<file path="config.mk">
export PLATFORM = sky130hd
export DESIGN_NAME = fdc_host_regs
export DESIGN_NICKNAME = d
export VERILOG_FILES = /design/src/rtl/fdc_host_pkg.sv /design/src/rtl/fdc_cmd_table.sv /design/src/rtl/fdc_exec_stub.sv /design/src/rtl/fdc_ctrl_regs.sv /design/src/rtl/fdc_host_regs.sv
export SDC_FILE = /design/constraint.sdc
export NUM_CORES = 1
export LEC_CHECK = 0
export ABC_AREA = 1
export BUFFER_PORTS_ARGS = -buffer_cell sky130_fd_sc_hd__buf_2
export CORE_MARGIN = 10
export CORE_UTILIZATION = 57
export CTS_CLUSTER_DIAMETER = 60
export CTS_CLUSTER_SIZE = 24
export DETAILED_ROUTE_END_ITERATION = 6
export HOLD_SLACK_MARGIN = 0.03
export PLACE_DENSITY = 0.79
export SKIP_LAST_GASP = 1
export SLEW_MARGIN = 20
export SYNTH_ARGS = -nofsm -noshare
export SYNTH_HDL_FRONTEND = slang
export SYNTH_SLANG_ARGS = --single-unit
</file>
<file path="constraint.sdc">
create_clock -name clk_i -period 2.15 [get_ports clk_i]
set_input_delay 0.43 -clock clk_i [delete_from_list [all_inputs] [get_ports clk_i]]
set_output_delay 0.43 -clock clk_i [all_outputs]
set_load 0.03 [all_outputs]
</file>
<file path="src/rtl/fdc_host_pkg.sv">
package fdc_host_pkg;
  localparam int unsigned BYTE_W     = 8;
  localparam int unsigned NUM_DRIVES = 4;
  localparam int unsigned UNIT_W     = $clog2(NUM_DRIVES);
  localparam int unsigned RATE_W     = 2;
  localparam int unsigned RES_MAX    = 2;
  localparam int unsigned RES_IW     = $clog2(RES_MAX);
  localparam int unsigned RES_CW     = $clog2(RES_MAX + 1);
  localparam int unsigned LEN_W      = 2;

  localparam logic [2:0] OFF_DRV  = 3'd2;
  localparam logic [2:0] OFF_MSR  = 3'd4;
  localparam logic [2:0] OFF_DATA = 3'd5;
  localparam logic [2:0] OFF_RATE = 3'd7;

  localparam logic [BYTE_W-1:0] ST0_INVALID = 8'h80;
  localparam logic [BYTE_W-1:0] ST0_SEEKEND = 8'h20;
  localparam logic [BYTE_W-1:0] ST3_BASE    = 8'h38;

  typedef enum logic [1:0] {PH_CMD, PH_EXEC, PH_RES} phase_e;
  typedef enum logic [1:0] {OP_BAD, OP_SENSE_DRV, OP_RECAL} op_kind_e;

  typedef struct packed {
    op_kind_e          kind;
    logic [LEN_W-1:0]  cmd_len;
    logic [RES_CW-1:0] res_len;
  } op_desc_t;
endpackage

</file>
<file path="src/rtl/fdc_cmd_table.sv">
module fdc_cmd_table
  import fdc_host_pkg::*;
(
  input  logic [BYTE_W-1:0] opcode_i,
  output op_desc_t          desc_o
);
  // only the low five opcode bits select the command
  always_comb begin
    unique case (opcode_i[4:0])
      5'h04:   desc_o = '{kind: OP_SENSE_DRV, cmd_len: LEN_W'(2), res_len: RES_CW'(1)};
      5'h07:   desc_o = '{kind: OP_RECAL,     cmd_len: LEN_W'(2), res_len: RES_CW'(2)};
      default: desc_o = '{kind: OP_BAD,       cmd_len: LEN_W'(1), res_len: RES_CW'(1)};
    endcase
  end
endmodule

</file>
<file path="src/rtl/fdc_exec_stub.sv">
module fdc_exec_stub
  import fdc_host_pkg::*;
#(
  parameter int unsigned EXEC_CYCLES = 4
) (
  input  logic                  clk_i,
  input  logic                  rst_ni,
  input  logic                  clr_i,
  input  logic                  start_i,
  input  op_kind_e              kind_i,
  input  logic [2:0]            arg_i,
  output logic                  done_o,
  output logic [BYTE_W-1:0]     res0_o,
  output logic [BYTE_W-1:0]     res1_o,
  output logic [NUM_DRIVES-1:0] seek_o
);
  localparam int unsigned CNT_W = $clog2(EXEC_CYCLES + 1);

  logic [CNT_W-1:0]  cnt_q;
  logic              run_q, done_q;
  op_kind_e          kind_q;
  logic [2:0]        arg_q;
  logic [BYTE_W-1:0] res0_q, res1_q;

  always_ff @(posedge clk_i or negedge rst_ni) begin
    if (!rst_ni) begin
      cnt_q  <= '0;
      run_q  <= 1'b0;
      done_q <= 1'b0;
      kind_q <= OP_BAD;
      arg_q  <= '0;
      res0_q <= '0;
      res1_q <= '0;
    end else if (clr_i) begin
      cnt_q  <= '0;
      run_q  <= 1'b0;
      done_q <= 1'b0;
    end else begin
      done_q <= 1'b0;
      if (start_i) begin
        run_q  <= 1'b1;
        cnt_q  <= CNT_W'(EXEC_CYCLES);
        kind_q <= kind_i;
        arg_q  <= arg_i;
      end else if (run_q) begin
        if (cnt_q == CNT_W'(1)) begin
          run_q  <= 1'b0;
          done_q <= 1'b1;
          unique case (kind_q)
            OP_SENSE_DRV: begin
              res0_q <= ST3_BASE | {5'b0, arg_q};
              res1_q <= '0;
            end
            OP_RECAL: begin
              res0_q <= ST0_SEEKEND | {{(BYTE_W-UNIT_W){1'b0}}, arg_q[UNIT_W-1:0]};
              res1_q <= '0;
            end
            default: begin
              res0_q <= ST0_INVALID;
              res1_q <= '0;
            end
          endcase
        end else begin
          cnt_q <= cnt_q - CNT_W'(1);
        end
      end
    end
  end

  for (genvar g = 0; g < NUM_DRIVES; g++) begin : g_seek
    assign seek_o[g] = run_q && (kind_q == OP_RECAL) && (arg_q[UNIT_W-1:0] == UNIT_W'(g));
  end

  assign done_o = done_q;
  assign res0_o = res0_q;
  assign res1_o = res1_q;
endmodule

</file>
<file path="src/rtl/fdc_ctrl_regs.sv">
module fdc_ctrl_regs
  import fdc_host_pkg::*;
(
  input  logic              clk_i,
  input  logic              rst_ni,
  input  logic              wr_i,
  input  logic [2:0]        addr_i,
  input  logic [BYTE_W-1:0] wdata_i,
  output logic [BYTE_W-1:0] dor_o,
  output logic [RATE_W-1:0] rate_o
);
  logic [BYTE_W-1:0] dor_q;
  logic [RATE_W-1:0] rate_q;

  always_ff @(posedge clk_i or negedge rst_ni) begin
    if (!rst_ni) begin
      dor_q  <= '0;
      rate_q <= '0;
    end else if (wr_i) begin
      if (addr_i == OFF_DRV)  dor_q  <= wdata_i;
      if (addr_i == OFF_RATE) rate_q <= wdata_i[RATE_W-1:0];
    end
  end

  assign dor_o  = dor_q;
  assign rate_o = rate_q;
endmodule

</file>
<file path="src/rtl/fdc_host_regs.sv">
module fdc_host_regs
  import fdc_host_pkg::*;
#(
  parameter int unsigned EXEC_CYCLES = 4
) (
  input  logic                  clk_i,
  input  logic                  rst_ni,
  input  logic [2:0]            addr_i,
  input  logic [BYTE_W-1:0]     wdata_i,
  input  logic                  wr_i,
  input  logic                  rd_i,
  output logic [BYTE_W-1:0]     rdata_o,
  output logic                  irq_o,
  output logic [UNIT_W-1:0]     drive_sel_o,
  output logic [NUM_DRIVES-1:0] motor_en_o,
  output logic                  dma_en_o,
  output logic [RATE_W-1:0]     rate_sel_o,
  input  logic                  disk_change_i,
  input  logic                  high_density_i
);
  logic [BYTE_W-1:0]     dor_q;
  logic                  core_en, irq_en;
  op_desc_t              desc;
  phase_e                phase_q;
  logic [LEN_W-1:0]      cmd_cnt_q, cmd_len_q;
  op_kind_e              kind_q, start_kind;
  logic [RES_CW-1:0]     res_len_q, res_cnt_q;
  logic [RES_IW-1:0]     res_idx_q;
  logic [BYTE_W-1:0]     res_buf_q [RES_MAX];
  logic                  irq_q;
  logic                  data_wr, data_rd, accept_wr, pop, first, start;
  logic                  stub_done;
  logic [BYTE_W-1:0]     stub_res0, stub_res1;
  logic [NUM_DRIVES-1:0] seek;
  logic [BYTE_W-1:0]     msr;

  fdc_ctrl_regs u_regs (
    .clk_i   (clk_i),
    .rst_ni  (rst_ni),
    .wr_i    (wr_i),
    .addr_i  (addr_i),
    .wdata_i (wdata_i),
    .dor_o   (dor_q),
    .rate_o  (rate_sel_o)
  );

  assign core_en     = dor_q[2];
  assign irq_en      = dor_q[3];
  assign drive_sel_o = dor_q[UNIT_W-1:0];
  assign dma_en_o    = dor_q[3];
  assign motor_en_o  = dor_q[4 +: NUM_DRIVES];

  fdc_cmd_table u_table (
    .opcode_i (wdata_i),
    .desc_o   (desc)
  );

  assign data_wr   = wr_i && (addr_i == OFF_DATA);
  assign data_rd   = rd_i && (addr_i == OFF_DATA);
  assign accept_wr = data_wr && core_en && (phase_q == PH_CMD);
  assign pop       = data_rd && core_en && (phase_q == PH_RES);
  assign first     = (cmd_cnt_q == '0);
  assign start_kind = first ? desc.kind : kind_q;

  always_comb begin
    start = 1'b0;
    if (accept_wr) begin
      if (first) start = (desc.kind != OP_BAD) && (desc.cmd_len == LEN_W'(1));
      else       start = ((cmd_cnt_q + LEN_W'(1)) == cmd_len_q);
    end
  end

  fdc_exec_stub #(.EXEC_CYCLES(EXEC_CYCLES)) u_stub (
    .clk_i   (clk_i),
    .rst_ni  (rst_ni),
    .clr_i   (!core_en),
    .start_i (start),
    .kind_i  (start_kind),
    .arg_i   (wdata_i[2:0]),
    .done_o  (stub_done),
    .res0_o  (stub_res0),
    .res1_o  (stub_res1),
    .seek_o  (seek)
  );

  always_ff @(posedge clk_i or negedge rst_ni) begin
    if (!rst_ni) begin
      phase_q   <= PH_CMD;
      cmd_cnt_q <= '0;
      cmd_len_q <= '0;
      kind_q    <= OP_BAD;
      res_len_q <= '0;
      res_cnt_q <= '0;
      res_idx_q <= '0;
      irq_q     <= 1'b0;
      for (int i = 0; i < RES_MAX; i++) res_buf_q[i] <= '0;
    end else if (!core_en) begin
      phase_q   <= PH_CMD;
      cmd_cnt_q <= '0;
      res_idx_q <= '0;
      irq_q     <= 1'b0;
    end else begin
      unique case (phase_q)
        PH_CMD: if (accept_wr) begin
          if (first && desc.kind == OP_BAD) begin
            res_buf_q[0] <= ST0_INVALID;
            res_cnt_q    <= RES_CW'(1);
            res_idx_q    <= '0;
            phase_q      <= PH_RES;
          end else begin
            if (first) begin
              cmd_len_q <= desc.cmd_len;
              kind_q    <= desc.kind;
              res_len_q <= desc.res_len;
            end
            if (start) begin
              phase_q   <= PH_EXEC;
              cmd_cnt_q <= '0;
            end else begin
              cmd_cnt_q <= cmd_cnt_q + LEN_W'(1);
            end
          end
        end
        PH_EXEC: if (stub_done) begin
          res_buf_q[0] <= stub_res0;
          res_buf_q[1] <= stub_res1;
          res_cnt_q    <= res_len_q;
          res_idx_q    <= '0;
          irq_q        <= 1'b1;
          phase_q      <= PH_RES;
        end
        PH_RES: if (pop) begin
          irq_q <= 1'b0;
          if ((RES_CW'(res_idx_q) + RES_CW'(1)) == res_cnt_q) begin
            phase_q   <= PH_CMD;
            res_idx_q <= '0;
          end else begin
            res_idx_q <= res_idx_q + RES_IW'(1);
          end
        end
        default: phase_q <= PH_CMD;
      endcase
    end
  end

  always_comb begin
    msr = '0;
    if (core_en) begin
      unique case (phase_q)
        PH_CMD:  msr = {1'b1, 1'b0, 1'b0, !first, {NUM_DRIVES{1'b0}}};
        PH_EXEC: msr = {1'b0, 1'b0, !irq_en, 1'b1, seek};
        PH_RES:  msr = {1'b1, 1'b1, 1'b0, 1'b1, {NUM_DRIVES{1'b0}}};
        default: msr = '0;
      endcase
    end
  end

  always_comb begin
    unique case (addr_i)
      OFF_MSR:  rdata_o = msr;
      OFF_DATA: rdata_o = (core_en && phase_q == PH_RES) ? res_buf_q[res_idx_q] : '0;
      OFF_RATE: rdata_o = {disk_change_i, 6'b0, high_density_i};
      default:  rdata_o = '0;
    endcase
  end

  assign irq_o = irq_q && irq_en && core_en;
endmodule

</file>
# Word-level counts from Yosys, hierarchy flattened
# Index checks and enable logic that the tools add are counted.
# totals
register_bits	50
inputBits	17
out_inout_bits	18
word_cells	150
# op_classes
addsub	4
magnitude_cmp	1
eq_ne	33
muxes	56
n_bitwise	3
reduce_logical	36
# ops
cell	n
$mux 8	7
$pmux 8 s3	2
$mux 2	16
$pmux 8 s2	2
$reduce_and 5->1	4
$mux 1	19
$ne 3x3->1 const B	6
$logic_and 1x1->1	16
$mux 16	1
$mux 3	4
$pmux 6 s2	1
$eq 5x3->1 const B	2
$eq 3x3->1 const B	3
$eq 2x1->1 const B	4
$eq 2x2->1 const B	4
$logic_not 2->1	4
$ne 2x2->1 const B	4
$ne 4x4->1 const B	2
$reduce_and 2->1	4
$reduce_and 4->1	2
$ne 3x2->1 const B	2
$pmux 2 s3	1
$reduce_and 3->1	2
$eq 2x2->1	2
15 further kinds	19

# Depth between registers and ports, before layout
# Gate-level depths: netlist of run 1.
# depth
ltp_word	11
ltp_mapped	11
depth_no_buf	11

# Cells and area by module
# From an unflattened synthesis of run 1, not the netlist that was laid out.
# hier_totals
hier_cells	392
area_unflattened_um2	3180.6
# by_module_without_submodules
module	n_inst	cells_per_inst	area_each_um2	seq_area_each_um2
fdc_host_regs	1	225	1820.5	750.7
fdc_exec_stub	1	109	883.3	400.4
fdc_ctrl_regs	1	46	412.9	250.2
fdc_cmd_table	1	12	63.8	0.0

# Least setup slack after synthesis of run 1
# Ideal clock, no wire load.
# synth_timing
path_type	flip-flop to output port
startpoint	register phase_q[1]
endpoint	output port rdata_o[0]
t_arrival_ns	1.888
required_time_ns	1.720
setup_slack_ns	-0.168
stages_incl_launch_ff	6
path_buffers	1
path_cell_list	dfrtp_1 > inv_1 > ha_1 > clkbuf_1 > nand2_1 > o31ai_1
# synth_via
elab_chain_len	4
elab_cells_between_ends	8
cone_classes	eq/ne: 2; mux: 4; reduce/logical: 2
# synth_rtl
element	line_no	rtl
start: declaration	fdc_host_regs.sv:24	phase_e phase_q;
start signal: assignment	fdc_host_regs.sv:88	phase_q <= PH_CMD;
start signal: assignment	fdc_host_regs.sv:98	phase_q <= PH_CMD;
start signal: assignment	fdc_host_regs.sv:109	phase_q <= PH_RES;
$eq 2x2->1 (tied with other cells)	fdc_host_regs.sv:149, fdc_host_regs.sv:161	
$pmux 8 s3 or $logic_and 1x1->1 (tied branches)	fdc_host_regs.sv:149, fdc_host_regs.sv:161	
$mux 8 (on tied branches)	fdc_host_regs.sv:148, fdc_host_regs.sv:161	
$pmux 8 s3 *	fdc_host_regs.sv:159	unique case (addr_i)
end: declaration	fdc_host_regs.sv:12	output logic [BYTE_W-1:0] rdata_o,
# Mark *: on every way between the ends. The rest lies on a longest branch, timed or not.

# Worst setup path in the final report of run 1
# layout_timing
startpoint	register phase_q[0]
endpoint	output port rdata_o[0]
# Same word-level chain as after synthesis.

==> reports/metrics.yaml, run 1 <==
synthArstFlopShare: 1.00
power_density_nw_per_um2: 752
clock-root-buffer: "clkbuf_8"
reg2regPathDepth: 10
maxCapViolations: 0
grt_max_degree: 25
setup_violations: 0
power_uw: 2240
yosysTopAreaCell: "dfrtp_1"
antenna_found_initial: 0
grt_pass1_wl_mm: 9.50
ys.flop_type: "dfrtp_1"
finalMaxSlewViolations: 0
r2r-start: "cmd_cnt_q[0]"
max_freq_ghz: 0.480
end_kind: "primary output"
critPathCapture: "rdata_o[0]"
crit_type: "flip-flop to primary output"
grt_usage: 0.155
finalHoldViolations: 0
dr.pass1.iters: 4
cp.arrival_ps: 1650
placed_cell_area_sq_um: 2720
cts.sink_count: 46
finish.utilization: 0.688
vias: 2223
cp-startpoint: "phase_q[0]"
die_x_microns: 86.4
port-buffer-count: 34
ant_nets: 0
slew_headroom: 0.586
ir_drop_mv: 0.459
cts_max_path_buffers: 2
tightest_slew_ps: 621
fin_crit_ps: 2080
required_ps: 1720
grt_overflow: 0
yosys.cell_count.top_type: "nand2_1"
gp_congestion: 0.858
syn_area_per_cell_sq_um: 7.93
cellLeakagePower_uw: 0.00154
min_path_type: "primary input to asynchronous set/reset pin"
syn_inst: 317
final_nets: 382
postLayoutCellArea_sq_um: 2980
ys_ff_latch: 46
status: "finished clean"
post-route-period-util: 0.970
cts-hold-fix-buffers: 0
finClkSkew_ps: 8.36
drive_above_1_share: 0.236
ys_top_cells_by_count: "nand2_1, dfrtp_1, inv_1"
crit_path_max_fanout: 6
worst_setup_path_start_kind: "flip-flop"
numCtsBuffers: 5
fp-row-count: 24
syn_nets: 344
wire_per_inst_microns: 14.2
drt-initial-drc-count: 137
synth_top_area_frac: 0.458
die_area_sq_um: 7460
die_h_microns: 86.4
clock_latency_ps: 300
diodes: 0
drc: 0
viasPerCell: 5.45
rsz0062_at_grt: "yes"
cts_tree: "built"
synth_area_sq_um: 2510
synth-edff-count: 0
grt_pass1_vias: 2086
start_util: 0.581
wl_mm: 5.79
dp_hpwl_mm: 4.30
coreArea_sq_um: 4320
syn_to_final_growth_pct: 18.5
clk_pin_slew_ps: 90
pin_count: 35
ys_warn_count: 0
r2r_end: "u_stub.res0_o[5]"
h-tree-depth: 2
regToRegSetupSlack_ps: 280
synth-seq-area-share: 0.458
yosysUniqueCellTypes: 30
synth.area.top_cells: "dfrtp_1, nand2_1, inv_1"
==> kinds of logic after synthesis <==
logic type / Yosys count / share of synthesized area
adders and majority gates: 10 / 0.0498
buffers and inverters: 57 / 0.0991
muxes: 4 / 0.0179
xor gates and xnor gates: 2 / 0.00697
DFF: 46 / 0.458
and+or+nand+nor: 158 / 0.277
AOI/OAI and AO/OA: 40 / 0.0906
==> area by class of cell <==
cell class,count,area (sq um)
clock inverter,2,37.5
fill,337,1350
timing repair buffer,43,268
tap,52,65.1
inverter,45,171
clock buffer,6,72.6
multi-input combinational,214,1210
sequential,46,1150
==> critical path, stage by stage (launching register included) <==
cell     delay, ps
dfrtp_2        450
inv_2           90
ha_4           160
nand2_4         60
nor2_4         100
nand2_2         70
inv_4           90
a22oi_2         70
o31ai_2         70
buf_4          190
==> how the worst min path moves through the flow <==
stage	to	slack, ps	depth (start not counted)	start
after floorplan	cmd_cnt_q[0]	130	0	rst_ni
after global placement	res_buf_q[8]	460	1	rst_ni
after detailed placement	res_buf_q[8]	470	1	rst_ni
after CTS	res_buf_q[8]	140	1	rst_ni
after global routing	res_buf_q[15]	150	1	rst_ni
final	res_buf_q[8]	130	1	rst_ni
==> placed cells by master, fill, tap and decap left out, drive strengths merged, types with 10 or more instances in the layout <==
cell type / count
buf: 43
dfrtp: 46
ha: 10
inv: 45
nand2: 98
nand3: 24
nand4: 10
nor2: 19
o21ai: 28
==> flip-flops by register name (all words and copies together) (netlist names), 2 cells and up <==
signal         count
u_regs.rate_o      2
u_regs.dor_o       8
u_stub.cnt_q       3
res_cnt_q          2
res_len_q          2
kind_q             2
cmd_cnt_q          2
u_stub.kind_q      2
u_stub.arg_q       3
cmd_len_q          2
res_buf_q          6
phase_q            2
u_stub.res0_o      6
==> metal layers <==
| layer | share of wire | vias up | global-route usage |
|---|---|---|---|
| li1 | - | 1081 | - |
| met1 | 0.45 | 1062 | 0.190 |
| met2 | 0.48 | 74 | 0.259 |
| met3 | 0.064 | 6 | 0.0460 |
| met4 | 0.010 | 0 | 0.0442 |
| met5 | 0 | - | 0 |
==> timing repair <==
item                                    CTS  global route
pin swaps                                 2             6
resized for setup                        14            23
endpoints found under the setup margin    7             7
setup buffers                             1             3
==> through the flow <==
stage	instances	setup TNS [ps]	setup slack, ps	hold WS [ps]
after detailed placement	396	0	181	465
after floorplan	317	-336	-168	134
after global placement	396	0	232	459
after CTS	405	-0.137	-0.137	138
after global routing	408	-69.7	-19.0	151
final	408	0	65.5	131
==> report_power, final <==
part	switching, uW	internal, uW
clock network	295	347
logic	389	203
registers	62.7	943
(Power assumes the default switching activity.)
==> run 2: changes to the inputs <==
--- a/config.mk
+++ b/config.mk
@@ -14,6 +14,7 @@
 export DETAILED_ROUTE_END_ITERATION = 6
 export HOLD_SLACK_MARGIN = 0.03
 export PLACE_DENSITY = 0.79
+export RECOVER_POWER = 50
 export SKIP_LAST_GASP = 1
 export SLEW_MARGIN = 20
 export SYNTH_ARGS = -nofsm -noshare
==> run 2 against run 1 <==
  * Register-to-register slack about the same
  * Hold slack improved by 230 ps
  * Final area is 0.59% lower
  * Power is 0.13% lower
  * Highest routed layer unchanged
==> reports/metrics.yaml, run 2 (synthesis results as in run 1) <==
status: "finished clean"
cp_cell_sequence: "inv_2 > ha_4 > nand2_1 > o31ai_1 > buf_4"
postLayoutCellArea_sq_um: 2960
cts.sink_count: 46
power_density_nw_per_um2: 756
wl_mm: 5.77
reg2regPathDepth: 10
ant_nets: 0
fin_crit_ps: 2110
cp_top_family: "flip-flops"
fillers: 339
start_util: 0.581
post-route-period-util: 0.981
wire_per_inst_microns: 14.1
grt_pass1_vias: 2086
grt_overflow: 0
finalMaxSlewViolations: 0
worst_setup_path_start_kind: "flip-flop"
viasPerCell: 5.39
cts_tree: "built"
layout_common_cells: "nand2_1, dfrtp_1, inv_1"
pin_count: 35
r2r_end: "u_stub.res0_o[5]"
die_area_sq_um: 7460
crit_type: "flip-flop to primary output"
finalHoldViolations: 0
crit_path_max_fanout: 7
largest_register_ffs: 8
worstHoldStart: "wdata_i[6]"
cp_num_buf_inv: 2
required_ps: 1720
grt_usage: 0.155
clock-root-buffer: "clkbuf_8"
finClkSkew_ps: 7.81
grt_pass1_wl_mm: 9.50
regToRegSetupSlack_ps: 280
drive_above_1_share: 0.230
clk_pin_slew_ps: 90
antenna_found_initial: 0
cp.arrival_ps: 1680
drc: 0
diodes: 0
crit_path_top_delay_cell: "dfrtp_2"
die_h_microns: 86.4
setup_violations: 0
timing.hold.ws_ps: 357
cellLeakagePower_uw: 0.00153
multi_input_area_sq_um: 1210
numCtsBuffers: 5
syn_to_final_growth_pct: 17.8
cpPeakStageDelay_ps: 470
tightest_slew_ps: 1340
port-buffer-count: 34
dr.pass1.iters: 4
coreArea_sq_um: 4320
rsz0062_at_grt: "yes"
hold_end: "u_regs.dor_o[6]"
maxCapViolations: 0
end_kind: "primary output"
clock_latency_ps: 300
hold_path_depth: 2
ff_latch_area_sq_um: 1150
fp-row-count: 24
placed_cell_area_sq_um: 2720
max_freq_ghz: 0.474
min_path_type: "primary input to flip-flop"
ir_drop_mv: 0.459
die_x_microns: 86.4
mostFrequentLayoutCell: "nand2_1"
final_nets: 382
h-tree-depth: 2
gp_congestion: 0.858
slew_headroom: 0.103
r2r-start: "cmd_cnt_q[0]"
drt-initial-drc-count: 122
grt_max_degree: 25
vias: 2199
cts_max_path_buffers: 2
dp_hpwl_mm: 4.30
==> run 2: changes by cell type in the layout (fill, tap and decap cells not counted), sizes merged <==
cell    change
clkbuf      +3
buf         -3
==> run 2: power by group <==
group	switching [uW]	total, uW	internal, uW
clock network	297	644	347
registers	62.8	1010	943
logic	388	587	199
==> run 2: worst reg2reg max path, stage by stage (launching register included) <==
cell and delay [ps]:
dfrtp_1 390, inv_1 70, ha_1 330, inv_1 70, nand2_1 60, nand3_1 90, nor2_1 50, nand2_2 220
nand3_2 260, nand2_1 140, o21ai_0 80
==> run 2: final cells by class <==
class,instances,share of cell area
flip-flops and latches,46,0.390
clock inverters,2,0.0127
repair buffers,43,0.0846
inverters,45,0.0579
well taps,52,0.0220
multi-input cells,214,0.408
clock buffers,6,0.0245
==> run 2: worst max-delay path by stage <==
| stage | startpoint | end | slack [ps] | depth (start not counted) |
|---|---|---|---|---|
| after detailed placement | phase_q[0] | rdata_o[0] | 180 | 9 |
| after floorplan | phase_q[1] | rdata_o[0] | -170 | 5 |
| final | phase_q[1] | rdata_o[5] | 40 | 5 |
| after global routing | phase_q[0] | rdata_o[2] | -20 | 9 |
| after CTS | phase_q[1] | rdata_o[5] | -0.1 | 5 |
| after global placement | addr_i[1] | rdata_o[2] | 230 | 7 |
==> run 2: per-layer routing <==
layer / wire length, microns / GRT usage / up-vias
met5: 0 / 0 / -
met4: 60 / 0.0442 / 0
met3: 355 / 0.0460 / 6
met2: 2750 / 0.259 / 70
met1: 2600 / 0.190 / 1041
li1: - / - / 1082
==> run 2: what timing repair did <==
item / CTS / global route
endpoints found under the setup margin: 7 / 7
gates resized for setup: 14 / 23
buffers inserted: 1 / 3
pin swaps: 2 / 6
hold buffers: 0 / 0
==> run 2: metrics by stage <==
step / setup slack (ps) / power, uW / instances / setup TNS (ps) / utilization
finish: 41.8 / 2240 / 408 / 0 / 0.684
global route: -19.0 / 2360 / 408 / -69.7 / 0.684
CTS: -0.137 / 2190 / 405 / -0.137 / 0.665
detailed placement: 181 / 1530 / 396 / 0 / 0.628
global placement: 232 / 1520 / 396 / 0 / 0.628
floorplan: -168 / 1390 / 317 / -336 / -
==> run 3: changes to the inputs <==
--- a/config.mk
+++ b/config.mk
@@ -5,7 +5,6 @@
 export SDC_FILE = /design/constraint.sdc
 export NUM_CORES = 1
 export LEC_CHECK = 0
-export ABC_AREA = 1
 export BUFFER_PORTS_ARGS = -buffer_cell sky130_fd_sc_hd__buf_2
 export CORE_MARGIN = 10
 export CORE_UTILIZATION = 57
@@ -13,7 +12,7 @@
 export CTS_CLUSTER_SIZE = 24
 export DETAILED_ROUTE_END_ITERATION = 6
 export HOLD_SLACK_MARGIN = 0.03
-export PLACE_DENSITY = 0.79
+export PLACE_DENSITY = 0.8
 export RECOVER_POWER = 50
 export SKIP_LAST_GASP = 1
 export SLEW_MARGIN = 20
==> run 3 against run 2 <==
  * The run now ends with setup timing left
  * Combinational power up 8.9%
  * Via count fell by 11%
  * Register-to-register slack lost 230 ps
  * Final area rose by 0.93%
==> reports/metrics.yaml, run 3 <==
cts-hold-fix-buffers: 0
diodes: 0
end_kind: "primary output"
setup_violations: 7
grt_usage: 0.162
synth-edff-count: 0
crit_type: "flip-flop to primary output"
finalHoldViolations: 0
ys_top_cells_by_count: "dfrtp_1, nand2_1, inv_1"
worst_setup_path_start_kind: "flip-flop"
largest_register_ffs: 8
dr.pass1.iters: 6
violations: "setup timing"
pin_count: 35
slew_headroom: 0.379
fin_crit_ps: 2390
grt_pass1_wl_mm: 9.71
grt_overflow: 0
h-tree-depth: 2
clock_latency_ps: 300
mostFrequentLayoutCell: "dfrtp_1"
dp_hpwl_mm: 4.42
synth_top_area_frac: 0.477
finalMaxSlewViolations: 0
grt_pass1_vias: 2013
fillers: 277
min_path_type: "primary input to asynchronous set/reset pin"
start_util: 0.595
coreArea_sq_um: 4060
drc: 0
ir_drop_mv: 0.579
yosys.cell_count.top_type: "dfrtp_1"
wire_per_inst_microns: 17.9
wl_mm: 5.99
ff_latch_area_sq_um: 1150
required_ps: 1720
status: "finished, violations left"
antenna_found_initial: 0
cellLeakagePower_uw: 0.00144
power_uw: 2140
synth.area.top_cells: "dfrtp_1, mux2_2, ha_1"
cts_tree: "built"
worst_slack_ps: -235
cpPeakStageDelay_ps: 580
die_x_microns: 85.1
ys.flop_type: "dfrtp_1"
clock-root-buffer: "clkbuf_8"
port-buffer-count: 34
synth_area_sq_um: 2410
viasPerCell: 5.87
numCtsBuffers: 5
cp_cell_sequence: "ha_2 > or4b_4 > nor2_4 > nand2_2 > o21ai_1 > buf_4"
place_ws_ps: -194
layout_common_cells: "dfrtp_1, nand2_1, buf_2"
crit_path_max_fanout: 3
die_area_sq_um: 7240
drt-initial-drc-count: 141
crit_path_top_delay_cell: "or4b_4"
finish.utilization: 0.736
cts_max_path_buffers: 2
dp_cells: 323
syn_nets: 258
grt_max_degree: 20
final_nets: 311
tightest_slew_ps: 932
ant_nets: 0
syn_inst: 231
yosysTopAreaCell: "dfrtp_1"
power_density_nw_per_um2: 715
die_h_microns: 85.1
cts.sink_count: 46
synth-seq-area-share: 0.477
drive_above_1_share: 0.361
maxCapViolations: 0
max_freq_ghz: 0.419
gp_congestion: 0.836
ys_ff_latch: 46
vias: 1967
rsz0062_at_grt: "yes"
post-route-period-util: 1.11
multi_input_area_sq_um: 1250
synthArstFlopShare: 1.00
syn_area_per_cell_sq_um: 10.4
yosysUniqueCellTypes: 55
layoutNonFillerInstCount: 335
ys_warn_count: 0
fp-row-count: 23
finClkSkew_ps: 10.9
clk_pin_slew_ps: 90
syn_to_final_growth_pct: 23.7
cp.arrival_ps: 1960
==> run 3: worst max-delay path, delay by kind of cell (launching register included) <==
family / cells / cell delay (ps)
buffers and inverters: 1 / 170
AND/OR/NAND/NOR: 3 / 780
flip-flops: 1 / 390
adder cells (fa/ha/maj): 1 / 190
AO/OA/AOI/OAI: 1 / 120
==> run 3: per-stage QoR <==
step	cell area [sq um]	TNS [ps]	hold WS, ps
floorplan	2420	-354	134
CTS	2940	-1370	45.2
global route	2990	-1820	301
global placement	2730	-588	378
detailed placement	2730	-726	378
finish	2990	-1210	233
==> run 3: repair_timing <==
item                       4_1_cts  5_1_grt
pin swaps                       10        5
buffers inserted                 1        3
setup endpoints to repair        7       10
resized for setup               34        9
==> run 3: area by class of cell <==
type	instances	share of cell area
tap	50	0.0209
sequential	46	0.385
inverter	17	0.0222
clock inverter	3	0.00628
timing repair buffer	56	0.124
multi-input combinational	158	0.418
clock buffer	5	0.0230
==> run 3: report_power, final <==
part / switching (uW) / internal (uW)
sequential: 40.1 / 929
combinational: 383 / 255
clock: 298 / 229
total: 721 / 1410
==> run 3: logic make-up after synthesis <==
group,share of synthesized area
adders and majority gates,0.0518
buffers and inverters,0.0549
DFF,0.477
and+or+nand+nor,0.181
muxes,0.0653
xor gates and xnor gates,0.0145
AOI/OAI and AO/OA,0.155
==> run 3: worst paths after layout <==
| path | from | end | slack (ps) | cells after the start |
|---|---|---|---|---|
| hold reg to reg | kind_q[0] | kind_q[0] | 490 | 1 |
| min in group clk_i | wdata_i[5] | u_regs.dor_o[5] | 350 | 2 |
| setup reg to reg | cmd_cnt_q[0] | u_stub.res0_o[4] | 50 | 6 |
| setup / recovery | phase_q[0] | rdata_o[2] | -240 | 6 |
| hold / removal | rst_ni | res_buf_q[15] | 230 | 1 |
| max in group asynchronous | rst_ni | kind_q[1] | 690 | 2 |
==> run 3: routing by layer <==
layer	vias up	wire length [microns]	global-route usage
li1	925	-	-
met1	954	2490	0.200
met2	79	2960	0.270
met3	9	453	0.0449
met4	0	80	0.0419
met5	-	0	0
